File: src/rtl/cas_sched_pkg.sv
package cas_sched_pkg;

  // Width of the delay-line tap indices handed from control to datapath.
  localparam int TAP_W = 5;

  typedef struct packed {
    logic             accept;   // command enters the delay lines this cycle
    logic             isWrite;  // type of the accepted command
    logic [TAP_W-1:0] alTap;    // stage of the command line that is released
    logic [TAP_W-1:0] rdTap;    // event stage one clock before read data
    logic [TAP_W-1:0] wrTap;    // event stage one clock before write data
  } sched_strb_t;

endpackage

File: src/rtl/cas_sched_ctrl.sv
module cas_sched_ctrl
  import cas_sched_pkg::*;
#(
  parameter int MAX_AL = 6,
  parameter int CL_W   = 3,
  parameter int TRCD_W = 3
) (
  input  logic              clk,
  input  logic              rstN,
  input  logic              cmdValid,
  input  logic              cmdIsWrite,
  input  logic [2:0]        alCode,
  input  logic [CL_W-1:0]   casLat,
  input  logic [TRCD_W-1:0] trcdMin,
  input  logic              burstIs8,
  input  logic              rdHit,
  input  logic              wrHit,
  output sched_strb_t       strb,
  output logic              cfgError,
  output logic              rdWindow,
  output logic              wrWindow
);

  localparam int CNT_W = 3;
  localparam int MIN_CL = 2;

  logic [TAP_W-1:0] alExt, clExt, trcdExt, rdLat;
  logic [CNT_W-1:0] burstLen, rdCnt, wrCnt;

  assign alExt   = TAP_W'(alCode);
  assign clExt   = TAP_W'(casLat);
  assign trcdExt = TAP_W'(trcdMin);
  assign rdLat   = alExt + clExt;

  // Reserved code, AL beyond tRCD, or a CAS latency too short to place
  // the write window one clock ahead of the read window.
  assign cfgError = (alExt > TAP_W'(MAX_AL)) || (alExt > trcdExt) ||
                    (clExt < TAP_W'(MIN_CL));

  assign strb.accept  = cmdValid && !cfgError;
  assign strb.isWrite = cmdIsWrite;
  assign strb.alTap   = alExt;
  assign strb.rdTap   = rdLat - TAP_W'(1);
  assign strb.wrTap   = rdLat - TAP_W'(2);

  // Burst of 8 uses 4 clocks, burst of 4 uses 2 clocks.
  assign burstLen = burstIs8 ? CNT_W'(4) : CNT_W'(2);

  always_ff @(posedge clk) begin
    if (!rstN) begin
      rdCnt <= '0;
      wrCnt <= '0;
    end else begin
      if (rdHit)              rdCnt <= burstLen;
      else if (rdCnt != '0)   rdCnt <= rdCnt - CNT_W'(1);
      if (wrHit)              wrCnt <= burstLen;
      else if (wrCnt != '0)   wrCnt <= wrCnt - CNT_W'(1);
    end
  end

  assign rdWindow = (rdCnt != '0);
  assign wrWindow = (wrCnt != '0);


  rd_window_start_chk: assert property (@(posedge clk) disable iff (!rstN)
    rdHit |=> rdWindow);


  wr_window_start_chk: assert property (@(posedge clk) disable iff (!rstN)
    wrHit |=> wrWindow);


  bl4_window_len_chk: assert property (@(posedge clk) disable iff (!rstN)
    (rdHit && !burstIs8) |=> rdWindow ##1 rdWindow);

endmodule

File: src/rtl/cas_sched_dpath.sv
module cas_sched_dpath
  import cas_sched_pkg::*;
#(
  parameter int ADDR_W = 10,
  parameter int MAX_AL = 6,
  parameter int MAX_CL = 7
) (
  input  logic              clk,
  input  logic              rstN,
  input  sched_strb_t       strb,
  input  logic [ADDR_W-1:0] cmdAddr,
  output logic              intValid,
  output logic              intWrite,
  output logic [ADDR_W-1:0] intAddr,
  output logic              rdHit,
  output logic              wrHit
);

  localparam int CMD_DEPTH = MAX_AL + 1;
  localparam int EVT_DEPTH = MAX_AL + MAX_CL;

  logic              cmdV [CMD_DEPTH];
  logic              cmdW [CMD_DEPTH];
  logic [ADDR_W-1:0] cmdA [CMD_DEPTH];
  logic [EVT_DEPTH-1:0] rdEvt, wrEvt;

  // Stage 0 captures the accepted command; later stages shift it along.
  always_ff @(posedge clk) begin
    if (!rstN) begin
      cmdV[0] <= 1'b0;
      cmdW[0] <= 1'b0;
      cmdA[0] <= '0;
    end else begin
      cmdV[0] <= strb.accept;
      cmdW[0] <= strb.isWrite;
      cmdA[0] <= cmdAddr;
    end
  end

  for (genvar s = 1; s < CMD_DEPTH; s++) begin : g_stage
    always_ff @(posedge clk) begin
      if (!rstN) begin
        cmdV[s] <= 1'b0;
        cmdW[s] <= 1'b0;
        cmdA[s] <= '0;
      end else begin
        cmdV[s] <= cmdV[s-1];
        cmdW[s] <= cmdW[s-1];
        cmdA[s] <= cmdA[s-1];
      end
    end
  end

  // Data-bus event lines: one bit per clock since acceptance.
  always_ff @(posedge clk) begin
    if (!rstN) begin
      rdEvt <= '0;
      wrEvt <= '0;
    end else begin
      rdEvt <= {rdEvt[EVT_DEPTH-2:0], strb.accept && !strb.isWrite};
      wrEvt <= {wrEvt[EVT_DEPTH-2:0], strb.accept &&  strb.isWrite};
    end
  end

  always_comb begin
    intValid = 1'b0;
    intWrite = 1'b0;
    intAddr  = '0;
    for (int i = 0; i < CMD_DEPTH; i++) begin
      if (strb.alTap == TAP_W'(i)) begin
        intValid = cmdV[i];
        intWrite = cmdW[i];
        intAddr  = cmdA[i];
      end
    end
  end

  always_comb begin
    rdHit = 1'b0;
    wrHit = 1'b0;
    for (int i = 0; i < EVT_DEPTH; i++) begin
      if (strb.rdTap == TAP_W'(i)) rdHit = rdEvt[i];
      if (strb.wrTap == TAP_W'(i)) wrHit = wrEvt[i];
    end
  end


  blocked_cmd_chk: assert property (@(posedge clk) disable iff (!rstN)
    !strb.accept |=> !cmdV[0]);


  zero_al_issue_chk: assert property (@(posedge clk) disable iff (!rstN)
    (strb.accept && strb.alTap == '0) |=> (intValid && intAddr == $past(cmdAddr)));

endmodule

File: src/rtl/cas_post_sched.sv
module cas_post_sched
  import cas_sched_pkg::*;
#(
  parameter int ADDR_W = 10,
  parameter int MAX_AL = 6,
  parameter int CL_W   = 3,
  parameter int TRCD_W = 3
) (
  input  logic              clk,
  input  logic              rstN,
  input  logic              cmdValid,
  input  logic              cmdIsWrite,
  input  logic [ADDR_W-1:0] cmdAddr,
  input  logic [2:0]        alCode,
  input  logic [CL_W-1:0]   casLat,
  input  logic [TRCD_W-1:0] trcdMin,
  input  logic              burstIs8,
  output logic              intCmdValid,
  output logic              intCmdIsWrite,
  output logic [ADDR_W-1:0] intCmdAddr,
  output logic              rdWindow,
  output logic              wrWindow,
  output logic              cfgError
);

  localparam int MAX_CL = (1 << CL_W) - 1;

  sched_strb_t strb;
  logic rdHit, wrHit;

  cas_sched_ctrl #(.MAX_AL(MAX_AL), .CL_W(CL_W), .TRCD_W(TRCD_W)) u_ctrl (
    .clk(clk), .rstN(rstN), .cmdValid(cmdValid), .cmdIsWrite(cmdIsWrite),
    .alCode(alCode), .casLat(casLat), .trcdMin(trcdMin), .burstIs8(burstIs8),
    .rdHit(rdHit), .wrHit(wrHit), .strb(strb), .cfgError(cfgError),
    .rdWindow(rdWindow), .wrWindow(wrWindow)
  );

  cas_sched_dpath #(.ADDR_W(ADDR_W), .MAX_AL(MAX_AL), .MAX_CL(MAX_CL)) u_dpath (
    .clk(clk), .rstN(rstN), .strb(strb), .cmdAddr(cmdAddr),
    .intValid(intCmdValid), .intWrite(intCmdIsWrite), .intAddr(intCmdAddr),
    .rdHit(rdHit), .wrHit(wrHit)
  );

endmodule

File: config.mk
export PLATFORM = sky130hd
export DESIGN_NAME = cas_post_sched
export DESIGN_NICKNAME = d
export VERILOG_FILES = /design/src/rtl/cas_sched_pkg.sv /design/src/rtl/cas_sched_ctrl.sv /design/src/rtl/cas_sched_dpath.sv /design/src/rtl/cas_post_sched.sv
export SDC_FILE = /design/constraint.sdc
export NUM_CORES = 1
export LEC_CHECK = 0
export ABC_AREA = 1
export BUFFER_PORTS_ARGS = -buffer_cell sky130_fd_sc_hd__buf_4
export CAP_MARGIN = 20
export CORE_ASPECT_RATIO = 0.8
export CORE_MARGIN = 1
export CORE_UTILIZATION = 55
export DETAILED_ROUTE_END_ITERATION = 8
export MAX_ROUTING_LAYER = met4
export PLACE_DENSITY = 0.73
export SETUP_SLACK_MARGIN = 0.4
export SLEW_MARGIN = 20
export SYNTH_ARGS = -nofsm -noshare
export SYNTH_HDL_FRONTEND = slang
export SYNTH_SLANG_ARGS = --single-unit
File: constraint.sdc
create_clock -name clk -period 2.8 [get_ports clk]
set_input_delay 0.56 -clock clk [delete_from_list [all_inputs] [get_ports clk]]
set_output_delay 0.56 -clock clk [all_outputs]
set_load 0.01 [all_outputs]
==> qor.yml, run 1 <==
die_y_microns: 84.2
area_growth_pct: 24.4
cap_violations: 0
h-tree-depth: 4
r2r_cells: 7
stdcell_count: 789
ys.warnings.count: 0
synth_top_area_cell: "dfxtp_1"
netlist_instances: 621
crit_path_max_fanout: 12
synth_nets: 657
tritoncts: "yes"
power.density_nw_per_um2: 811
reg2reg_from: "u_ctrl.wrCnt[0]$_SDFFE_PN0P_"
dp_slack_ns: 0.0315
seqPwrFrac: 0.375
hold_viol: 0
hold_end: "u_dpath.rdEvt[0]$_SDFF_PN0_"
holdBufCountCts: 0
drt-initial-drc-count: 173
rr_endpoint: "u_ctrl.wrCnt[2]$_SDFFE_PN0P_"
grt_pass1_vias: 3561
yosysTopAreaCellShare: 0.500
wl_microns: 9540
rows: 29
synth_seq_cells: 116
cellLeakagePower_nw: 3.29
track_usage: 0.244
slew_headroom: 0.538
tns_ns: 0
path_class: "input port to output port"
clkPwrFrac: 0.472
p_int_mw: 3.47
drc_errors: 0
hp-class: "input port to flop"
io_pins: 39
finalSetupViolCount: 0
place_congestion: 0.886
worst-r2r-setup-slack_ns: 1.36
whs_path_depth: 2
syn_area_per_cell_sq_um: 7.48
final.setup_skew_ns: 0.00897
via_per_inst: 4.78
path_clk_slew_ns: 0.06
cts.sinks: 116
rsz0062_at_grt: "yes"
postRouteAntennaNets: 0
start_kind: "input port"
hpwl_microns: 6270
fp.dieW_microns: 105
nets: 704
synth_area_leaders: "dfxtp_1 50%, nand2_1 14%, inv_1 12%"
dr.pass1.iters: 4
critPathCaptureType: "output port"
p_total_mw: 4.69
grt_pass1_wl_microns: 16400
wl_per_cell_microns: 12.1
clock_latency_ns: 0.51
drive_gt1_frac: 0.179
switchingPower_mw: 1.22
placed_cells: 756
whs_ns: 0.225
die_area_sq_um: 8820
min_period_ns: 2.39
switching_share: 0.260
nFillCells: 625
ys_types: 32
tightest_slew_ns: 0.693
cts_made_buffers: 17
comb_power_share: 0.154
fin_crit_sh: 0.852
worstPathArrival_ns: 1.83
synthesis.area_sq_um: 4640
fmaxAchievable_mhz: 419
antenna_cells: 0
hp-start: "cmdIsWrite"
slew_violations: 0
synth_seq_area_share: 0.500
io_buffers: 38
vias: 3773
grt_max_degree: 70
core_sq_um: 8060
antenna_found_initial: 0
clock-root-buffer: "clkbuf_8"
start_util: 0.577
worstPathRequired_ns: 2.24
cts_buffer_depth: 2
vdd_drop_max_v: 0.000625
status: "complete, no violations"
overflow: 0
layout_setup_ws_ns: 0.414
==> cell usage after synthesis <==
cell / count
buf_6: 2
nor3_1: 3
clkbuf_1: 20
inv_1: 145
xor2_1: 1
o22ai_1: 1
o21ai_0: 16
nand3_2: 3
o21ai_1: 9
a211oi_2: 1
o211ai_1: 2
or2_2: 1
nor2_1: 10
inv_4: 1
nand3_1: 46
o21a_1: 1
xnor2_1: 1
fa_1: 1
ha_1: 11
nor2_2: 3
nand2_1: 173
a21oi_1: 12
inv_2: 6
a21oi_2: 1
nand2_2: 9
dfxtp_1: 116
or2_1: 1
nand4_1: 12
nor2_4: 1
a221oi_1: 8
nor3_2: 2
nand3b_1: 2
==> cell families after synthesis <==
family / count (synthesis) / synth area share
xor gates and xnor gates: 2 / 0.00377
DFF: 116 / 0.500
adders and majority gates: 12 / 0.0339
buffers and inverters: 174 / 0.144
and+or+nand+nor: 266 / 0.252
AOI/OAI and AO/OA: 51 / 0.0657
==> power groups by stage <==
stage / Combinational (mW) / Sequential, mW / Clock, mW
after global routing: 0.816 / 1.76 / 2.33
after global placement: 0.672 / 1.79 / 0
after floorplan: 0.510 / 1.78 / 0
after detailed placement: 0.703 / 1.79 / 0
after CTS: 0.710 / 1.76 / 2.24
final: 0.720 / 1.76 / 2.21
==> final cells by class <==
cell class                      instances  area, sq um  area share
Sequential cell                       116         2320       0.402
Multi-Input combinational cell        331         1730       0.300
Inverter                              152          576      0.0996
Clock buffer                           18          418      0.0723
Timing Repair Buffer                   50          392      0.0678
Clock inverter                         14          203      0.0351
Tap cell                              108          135      0.0234
==> repair_timing <==
action | in CTS | in global routing
resized for setup | 1 | 10
buffers inserted | 0 | 1
pin swaps | 0 | 1
endpoints found under the setup margin | 1 | 13
==> worst max-delay path, stage by stage <==
cell and delay, ns:
buf_4 0.14, inv_1 0.08, nand3_1 0.07, buf_4 0.18, o21ai_0 0.11, a221oi_1 0.33, nand4_1 0.17, buf_4 0.18
==> placed cells by master, fill, tap and decap left out, types with 10 or more instances in the layout <==
cell type / n
nand2_1: 173
nand4_1: 12
nand3_1: 46
o21ai_0: 16
inv_1: 144
buf_4: 48
dfxtp_1: 116
clkbuf_16: 16
a21oi_1: 10
==> through the flow <==
stage,utilization,area [sq um]
after floorplan,-,4670
after global placement,0.632,5090
after detailed placement,0.632,5090
after CTS,0.710,5720
after global routing,0.717,5780
final,0.717,5780
==> registers in the layout, summed over array words and instances, names as in the netlist <==
register / cells
u_dpath.cmdA: 70
u_dpath.rdEvt: 13
u_dpath.wrEvt: 13
u_dpath.cmdV: 7
u_dpath.cmdW: 7
u_ctrl.rdCnt: 3
u_ctrl.wrCnt: 3
==> worst max path at each step <==
stage               startpoint                      endpoint  depth (start not counted)
floorplan            alCode[0]  u_ctrl.wrCnt[1]$_SDFFE_PN0P_                         16
global placement     alCode[0]  u_ctrl.wrCnt[1]$_SDFFE_PN0P_                         16
detailed placement   alCode[0]  u_ctrl.wrCnt[1]$_SDFFE_PN0P_                         19
CTS                  alCode[1]                 intCmdAddr[2]                          8
global route         alCode[0]                 intCmdAddr[1]                         10
finish               alCode[1]                 intCmdAddr[2]                          8
==> per-layer routing <==
layer	global-route usage	vias to the layer above	part of all wire
li1	-	1975	-
met1	0.314	1700	0.48
met2	0.380	84	0.47
met3	0.0466	14	0.044
met4	0.0986	0	0.011
met5	-	-	0
No activity file was read; power rests on OpenSTA's default activity.
==> run 2, diff against run 1 <==
Settings changed: SYNTH_HIERARCHICAL set to 1.
==> run 2 against run 1 <==
Net effect: sequential share of layout area shrank 1.2 points; via count grew 3.9%; synthesized cell count grew 5.3%; cell count grew 4.7%; design area grew 3.0%; clock power shrank 4%; clock skew shrank 0.0024 ns; global-route usage shrank 0.28 points; clock-buffer cell count shrank 1.
==> qor.yml, run 2 <==
grt_pass1_vias: 3844  # was 3561
grt_pass1_wl_microns: 16600  # was 16400 microns
nets: 742  # was 704
tightest_slew_ns: 0.590  # was 0.693 ns
slew_violations: 0  # unchanged
die_y_microns: 85.2  # was 84.2 microns
path_cells: "buf_8 > ha_4 > inv_2 > fa_2 > ha_1 > inv_4 > inv_2 > nand3_1 > o221ai_1 > nand2_1 > nand2_1 > o21ai_2 > inv_2 > nor2_2 > o21ai_1 > a21oi_1"  # was buf_4 > inv_1 > nand3_1 > buf_4 > o21ai_0 > a221oi_1 > nand4_1 > buf_4
cp_common_cell: "inv_2"  # was buf_4
core_sq_um: 8160  # was 8060 sq um
hpwl_microns: 6320  # was 6270 microns
via_per_inst: 4.75  # was 4.78
switching_share: 0.286  # was 0.260
tns_ns: 0  # unchanged
layout_setup_ws_ns: 0.390  # was 0.414 ns
dr.pass1.iters: 4  # unchanged
final_cell_mix: "216 x nand2_1, 140 x inv_1, 116 x dfxtp_1, 54 x buf_4, 30 x nand3_1"  # was 173 x nand2_1, 144 x inv_1, 116 x dfxtp_1, 48 x buf_4, 46 x nand3_1
status: "complete, no violations"  # unchanged
slew_headroom: 0.606  # was 0.538
dp_slack_ns: -0.197  # was 0.0315 ns
ys.warnings.count: 6  # was 0
synth_ff_type: "dfxtp_1"  # unchanged
cap_violations: 0  # unchanged
clock_latency_ns: 0.51  # about the same
drc_errors: 0  # unchanged
synth_top_cells_by_count: "219 x nand2_1, 151 x inv_1, 116 x dfxtp_1"  # was 173 x nand2_1, 145 x inv_1, 116 x dfxtp_1
antenna_found_initial: 0  # unchanged
syn_area_per_cell_sq_um: 7.27  # was 7.48 sq um
die_area_sq_um: 9030  # was 8820 sq um
layout_commonest_cell: "nand2_1"  # unchanged
area_growth_pct: 25.2  # was 24.4%
dpl_cell_area_sq_um: 5170  # was 5090 sq um
path_class: "input port to flop"  # was input port to output port
overflow: 0  # unchanged
crit_path_max_fanout: 9  # was 12
yosysMostFrequentCell: "nand2_1"  # unchanged
synth_seq_area_share: 0.488  # was 0.500
netlist_instances: 654  # was 621
worstPathRequired_ns: 3.23  # was 2.24 ns
tritoncts: "yes"  # unchanged
io_buffers: 38  # unchanged
largestRegisters: "u_dpath/cmdA (70), u_dpath/rdEvt (13), u_dpath/wrEvt (13)"  # was u_dpath.cmdA (70), u_dpath.rdEvt (13), u_dpath.wrEvt (13)
fin_crit_sh: 0.861  # was 0.852
cellLeakagePower_nw: 3.42  # was 3.29 nW
wl_per_cell_microns: 11.8  # was 12.1 microns
async_reset_ff_frac: 0  # unchanged
cts_made_buffers: 17  # unchanged
fp.dieW_microns: 106  # was 105 microns
ys_types: 31  # was 32
postRouteAntennaNets: 0  # unchanged
cpMaxStageDelayCell: "fa_2"  # was a221oi_1
synth_top_area_cell: "dfxtp_1"  # unchanged
critPathCaptureType: "flop"  # was output port
io_pins: 39  # unchanged
clock-root-buffer: "clkbuf_8"  # unchanged
wl_microns: 9750  # was 9540 microns
p_total_mw: 4.71  # was 4.69 mW
yosysTopAreaCellShare: 0.488  # was 0.500
vdd_drop_max_v: 0.000809  # was 0.000625 V
top_register: "u_dpath/cmdA"  # was u_dpath.cmdA
cts.sinks: 116  # unchanged
h-tree-depth: 4  # unchanged
whs_ns: 0.232  # was 0.225 ns
start_util: 0.583  # was 0.577
synth_seq_cells: 116  # unchanged
final.setup_skew_ns: 0.00660  # was 0.00897 ns
start_kind: "input port"  # unchanged
largest_reg_flops: 70  # unchanged
drive_gt1_frac: 0.198  # was 0.179
max_stage_delay_ns: 0.48  # was 0.33 ns
design_area_sq_um: 5950  # was 5780 sq um
path_clk_slew_ns: 0.06  # about the same
place_congestion: 0.894  # was 0.886
holdBufCountCts: 0  # unchanged
vias: 3922  # was 3773
rsz0062_at_grt: "yes"  # unchanged
synth_area_leaders: "dfxtp_1 49%, nand2_1 17%, inv_1 12%"  # was dfxtp_1 50%, nand2_1 14%, inv_1 12%
worst-r2r-setup-slack_ns: 1.28  # was 1.36 ns
seqPwrFrac: 0.374  # was 0.375
fmaxAchievable_mhz: 415  # was 419 MHz
finalSetupViolCount: 0  # unchanged
placed_cells: 787  # was 756
worstPathArrival_ns: 2.84  # was 1.83 ns
hp-class: "input port to flop"  # unchanged
comb_power_share: 0.177  # was 0.154
hold_viol: 0  # unchanged
grt_max_degree: 64  # was 70
stdcell_count: 826  # was 789
rows: 29  # unchanged
track_usage: 0.241  # was 0.244
clkPwrFrac: 0.449  # was 0.472
power.density_nw_per_um2: 791  # was 811 nW/um^2
synthesis.area_sq_um: 4760  # was 4640 sq um
post-route-util: 0.729  # was 0.717
switchingPower_mw: 1.35  # was 1.22 mW
min_period_ns: 2.41  # was 2.39 ns
drt-initial-drc-count: 153  # was 173
cts_buffer_depth: 2  # unchanged
antenna_cells: 0  # unchanged
synth-edff-count: 0  # unchanged
p_int_mw: 3.36  # was 3.47 mW
## run 2: cell types whose count changed in the layout (fill, tap and decap cells not counted), moves of 5 or more
cell	delta
nand2_1	+43
nand3_1	-16
o21ai_0	-13
nand4_1	+7
buf_4	+6
nor2_1	+6
a221oi_2	-5
inv_2	+5
o21ai_1	-5
## run 2: logic make-up after synthesis
group                      Yosys count  synth area share
and+or+nand+nor                    309             0.278
DFF                                116             0.488
other                                1          0.000789
AOI/OAI and AO/OA                   29            0.0326
buffers and inverters              181             0.155
adders and majority gates           13            0.0358
xor gates and xnor gates             5           0.00921
## run 2: power by group through the flow
stage / combinational [mW] / sequential, mW / clock (mW)
after floorplan: 0.534 / 1.78 / 0
after global placement: 0.679 / 1.79 / 0
after detailed placement: 0.733 / 1.79 / 0
after CTS: 0.767 / 1.76 / 2.15
after global routing: 0.921 / 1.77 / 2.23
final: 0.834 / 1.76 / 2.12
## run 2: path summary, 6_finish.rpt
check | start | cells past startpoint | endpoint
max | alCode[0] | 16 | u_ctrl/rdCnt[1]$_SDFFE_PN0P_
min | cmdAddr[0] | 3 | u_dpath/cmdA[0][0]$_SDFF_PN0_
max reg2reg | u_dpath/rdEvt[4]$_SDFF_PN0_ | 10 | u_ctrl/rdCnt[1]$_SDFFE_PN0P_
min reg2reg | u_dpath/cmdA[4][7]$_SDFF_PN0_ | 2 | u_dpath/cmdA[5][7]$_SDFF_PN0_
## run 2: timing repair
item / CTS / global route
setup buffers: 4 / 3
setup endpoints to repair: 16 / 18
pin swaps: 7 / 22
resized for setup: 5 / 24
## run 2: worst max-delay path, delay by kind of cell
family          cells  cell delay, ns
simple gates        4            0.34
compound gates      4            0.54
fa+ha+maj           3            0.98
buf+inv             5            0.41
## run 2: layout make-up
| cell class | count | area, sq um |
|---|---|---|
| clock buffer | 17 | 414 |
| clock inverter | 15 | 171 |
| fill | 625 | 2210 |
| inverter | 153 | 579 |
| multi-input combinational | 358 | 1840 |
| sequential | 116 | 2320 |
| tap | 108 | 135 |
| timing repair buffer | 59 | 492 |
## run 2: per-layer routing
metal  global-route usage  routed length [microns]
met3               0.0476                      283
met2                0.405                     4850
met1                0.280                     4510
met5                    -                        0
met4                0.114                      110
==> run 3, diff against run 2 <==
Settings changed: CORE_UTILIZATION 55 to 61, GPL_ROUTABILITY_DRIVEN set to 0, PLACE_DENSITY 0.73 to 0.8.
Clock period 2.8 ns to 3.04 ns, I/O delays scaled along.
==> run 3 against run 2 <==
Net effect: design area fell by 3.0%; die area fell by 9.6%; combinational power fell by 14%; worst setup slack improved by 0.11 ns; global-route usage rose by 2.9 points; clock power fell by 7%; sequential share of layout area rose by 1.2 points; first-iteration DRC count rose by 15%; non-clock buffer count fell by 14; sequential power fell by 8%; routed wire length rose by 1.6%; highest routed layer unchanged.
==> qor.yml, run 3 (same netlist as run 2, synthesis figures left out) <==
status: "complete, no violations"  # unchanged
nets: 728  # was 742
clkPwrFrac: 0.458  # was 0.449
cellLeakagePower_nw: 3.33  # was 3.42 nW
path_clk_slew_ns: 0.06  # about the same
track_usage: 0.270  # was 0.241
core_sq_um: 7460  # was 8160 sq um
largestRegisters: "u_dpath/cmdA (70), u_dpath/rdEvt (13), u_dpath/wrEvt (13)"  # unchanged
worstPathArrival_ns: 2.94  # was 2.84 ns
dr.pass1.iters: 4  # unchanged
p_int_mw: 3.13  # was 3.36 mW
top_layer: "met4"  # unchanged
drive_gt1_frac: 0.166  # was 0.198
critPathCaptureType: "flop"  # unchanged
via_per_inst: 4.80  # was 4.75
crit_path_max_fanout: 6  # was 9
start_util: 0.637  # was 0.583
hold_viol: 0  # unchanged
rsz0062_at_grt: "no"  # was yes
postRouteAntennaNets: 0  # unchanged
finalSetupViolCount: 0  # unchanged
start_kind: "input port"  # unchanged
drc_errors: 0  # unchanged
fp.dieW_microns: 101  # was 106 microns
io_pins: 39  # unchanged
grt_pass1_vias: 3769  # was 3844
antenna_found_initial: 0  # unchanged
tns_ns: 0  # unchanged
cap_violations: 0  # unchanged
cts_made_buffers: 17  # unchanged
wl_met3_microns: 298  # was 283 microns
wl_per_cell_microns: 12.2  # was 11.8 microns
cts_buffer_depth: 2  # unchanged
area_growth_pct: 21.4  # was 25.2%
cts.sinks: 116  # unchanged
fmaxAchievable_mhz: 393
seqPwrFrac: 0.376  # was 0.374
vdd_drop_max_v: 0.000594  # was 0.000809 V
grt_max_degree: 71  # was 64
whs_ns: 0.279  # was 0.232 ns
layout_commonest_cell: "nand2_1"  # unchanged
met1Wirelength_microns: 4450  # was 4510 microns
final.setup_skew_ns: 0.00465  # was 0.00660 ns
clock-root-buffer: "clkbuf_8"  # unchanged
hpwl_microns: 6030  # was 6320 microns
largest_reg_flops: 70  # unchanged
slew_headroom: 0.541  # was 0.606
comb_power_share: 0.167  # was 0.177
drt-initial-drc-count: 176  # was 153
slew_violations: 0  # unchanged
io_buffers: 38  # unchanged
top_register: "u_dpath/cmdA"  # unchanged
wl_met2_microns: 5020  # was 4850 microns
wl_microns: 9900  # was 9750 microns
hp-class: "input port to flop"  # unchanged
tritoncts: "yes"  # unchanged
antenna_cells: 0  # unchanged
rows: 28  # was 29
fin_crit_sh: 0.836
vias: 3885  # was 3922
grt_pass1_wl_microns: 16300  # was 16600 microns
nFillCells: 524  # was 625
die_area_sq_um: 8160  # was 9030 sq um
worstPathRequired_ns: 3.44  # was 3.23 ns
tightest_slew_ns: 0.689  # was 0.590 ns
clock_latency_ns: 0.51  # about the same
min_period_ns: 2.54
power.density_nw_per_um2: 747  # was 791 nW/um^2
final_cell_mix: "216 x nand2_1, 142 x inv_1, 116 x dfxtp_1, 43 x buf_4, 33 x nand3_1"  # was 216 x nand2_1, 140 x inv_1, 116 x dfxtp_1, 54 x buf_4, 30 x nand3_1
switchingPower_mw: 1.18  # was 1.35 mW
p_total_mw: 4.31  # was 4.71 mW
switching_share: 0.274  # was 0.286
die_y_microns: 81.0  # was 85.2 microns
path_class: "input port to flop"  # unchanged
h-tree-depth: 4  # unchanged
overflow: 0  # unchanged
==> run 3: cell types whose count changed in the layout (fill, tap and decap cells not counted), sizes merged <==
cell / change
buf: -14
bufinv: +1
clkinvlp: +1
clkinv: +1
inv: -3
==> run 3: final timing paths <==
check	startpoint	to	slack [ns]	cells after the start
max	alCode[0]	u_ctrl/rdCnt[0]$_SDFFE_PN0P_	0.50	20
min	cmdAddr[4]	u_dpath/cmdA[0][4]$_SDFF_PN0_	0.28	3
min reg2reg	u_dpath/cmdA[3][7]$_SDFF_PN0_	u_dpath/cmdA[4][7]$_SDFF_PN0_	0.42	2
max reg2reg	u_dpath/wrEvt[0]$_SDFF_PN0_	u_ctrl/wrCnt[1]$_SDFFE_PN0P_	1.56	12
==> run 3: per-layer routing <==
metal | global-route usage | vias to the layer above
li1 | - | 2005
met1 | 0.304 | 1796
met2 | 0.479 | 69
met3 | 0.0680 | 15
met4 | 0.0826 | 0
met5 | - | -
==> run 3: power by group through the flow <==
stage / Clock, mW / Sequential, mW / Combinational, mW
2_1_floorplan: 0 / 1.64 / 0.480
3_3_place_gp: 0 / 1.65 / 0.590
3_5_place_dp: 0 / 1.65 / 0.639
4_1_cts: 1.99 / 1.62 / 0.649
5_1_grt: 2.08 / 1.62 / 0.809
6_report: 1.97 / 1.62 / 0.719
==> run 3: layout make-up <==
cell class,count,area (sq um),area share
Sequential cell,116,2320,0.402
Multi-Input combinational cell,358,1800,0.312
Inverter,153,574,0.0995
Clock buffer,17,414,0.0717
Timing Repair Buffer,45,354,0.0613
Clock inverter,15,179,0.0310
Tap cell,105,131,0.0228
==> run 3: stage by stage <==
stage / utilization / cells / setup WS [ns] / area [sq um]
final: 0.774 / 809 / 0.498 / 5770
after global routing: 0.774 / 809 / 0.351 / 5770
after CTS: 0.761 / 805 / 0.503 / 5680
after detailed placement: 0.682 / 773 / -0.0121 / 5090
after global placement: 0.682 / 773 / 0.120 / 5090
after floorplan: - / 655 / 0.405 / 4800
==> run 3: repair_timing <==
| action | CTS | global route |
|---|---|---|
| hold endpoints to repair | 0 | 0 |
| gates resized for setup | 0 | 17 |
| endpoints found under the setup margin | 0 | 7 |
| buffers inserted | 0 | 4 |
| hold buffers | 0 | 0 |
==> run 3: critical path, stage by stage <==
cell     delay [ns]
buf_6          0.11
ha_4           0.14
inv_2          0.03
fa_2           0.33
buf_4          0.14
nand2_2        0.09
and2_4         0.16
ha_1           0.13
nand2_1        0.06
inv_1          0.10
o21ai_2        0.07
nand2_2        0.13
nand2_2        0.09
nor3_2         0.17
nand3_1        0.11
o21ai_2        0.11
inv_2          0.09
buf_4          0.15
nand3_1        0.07
a21oi_1        0.06
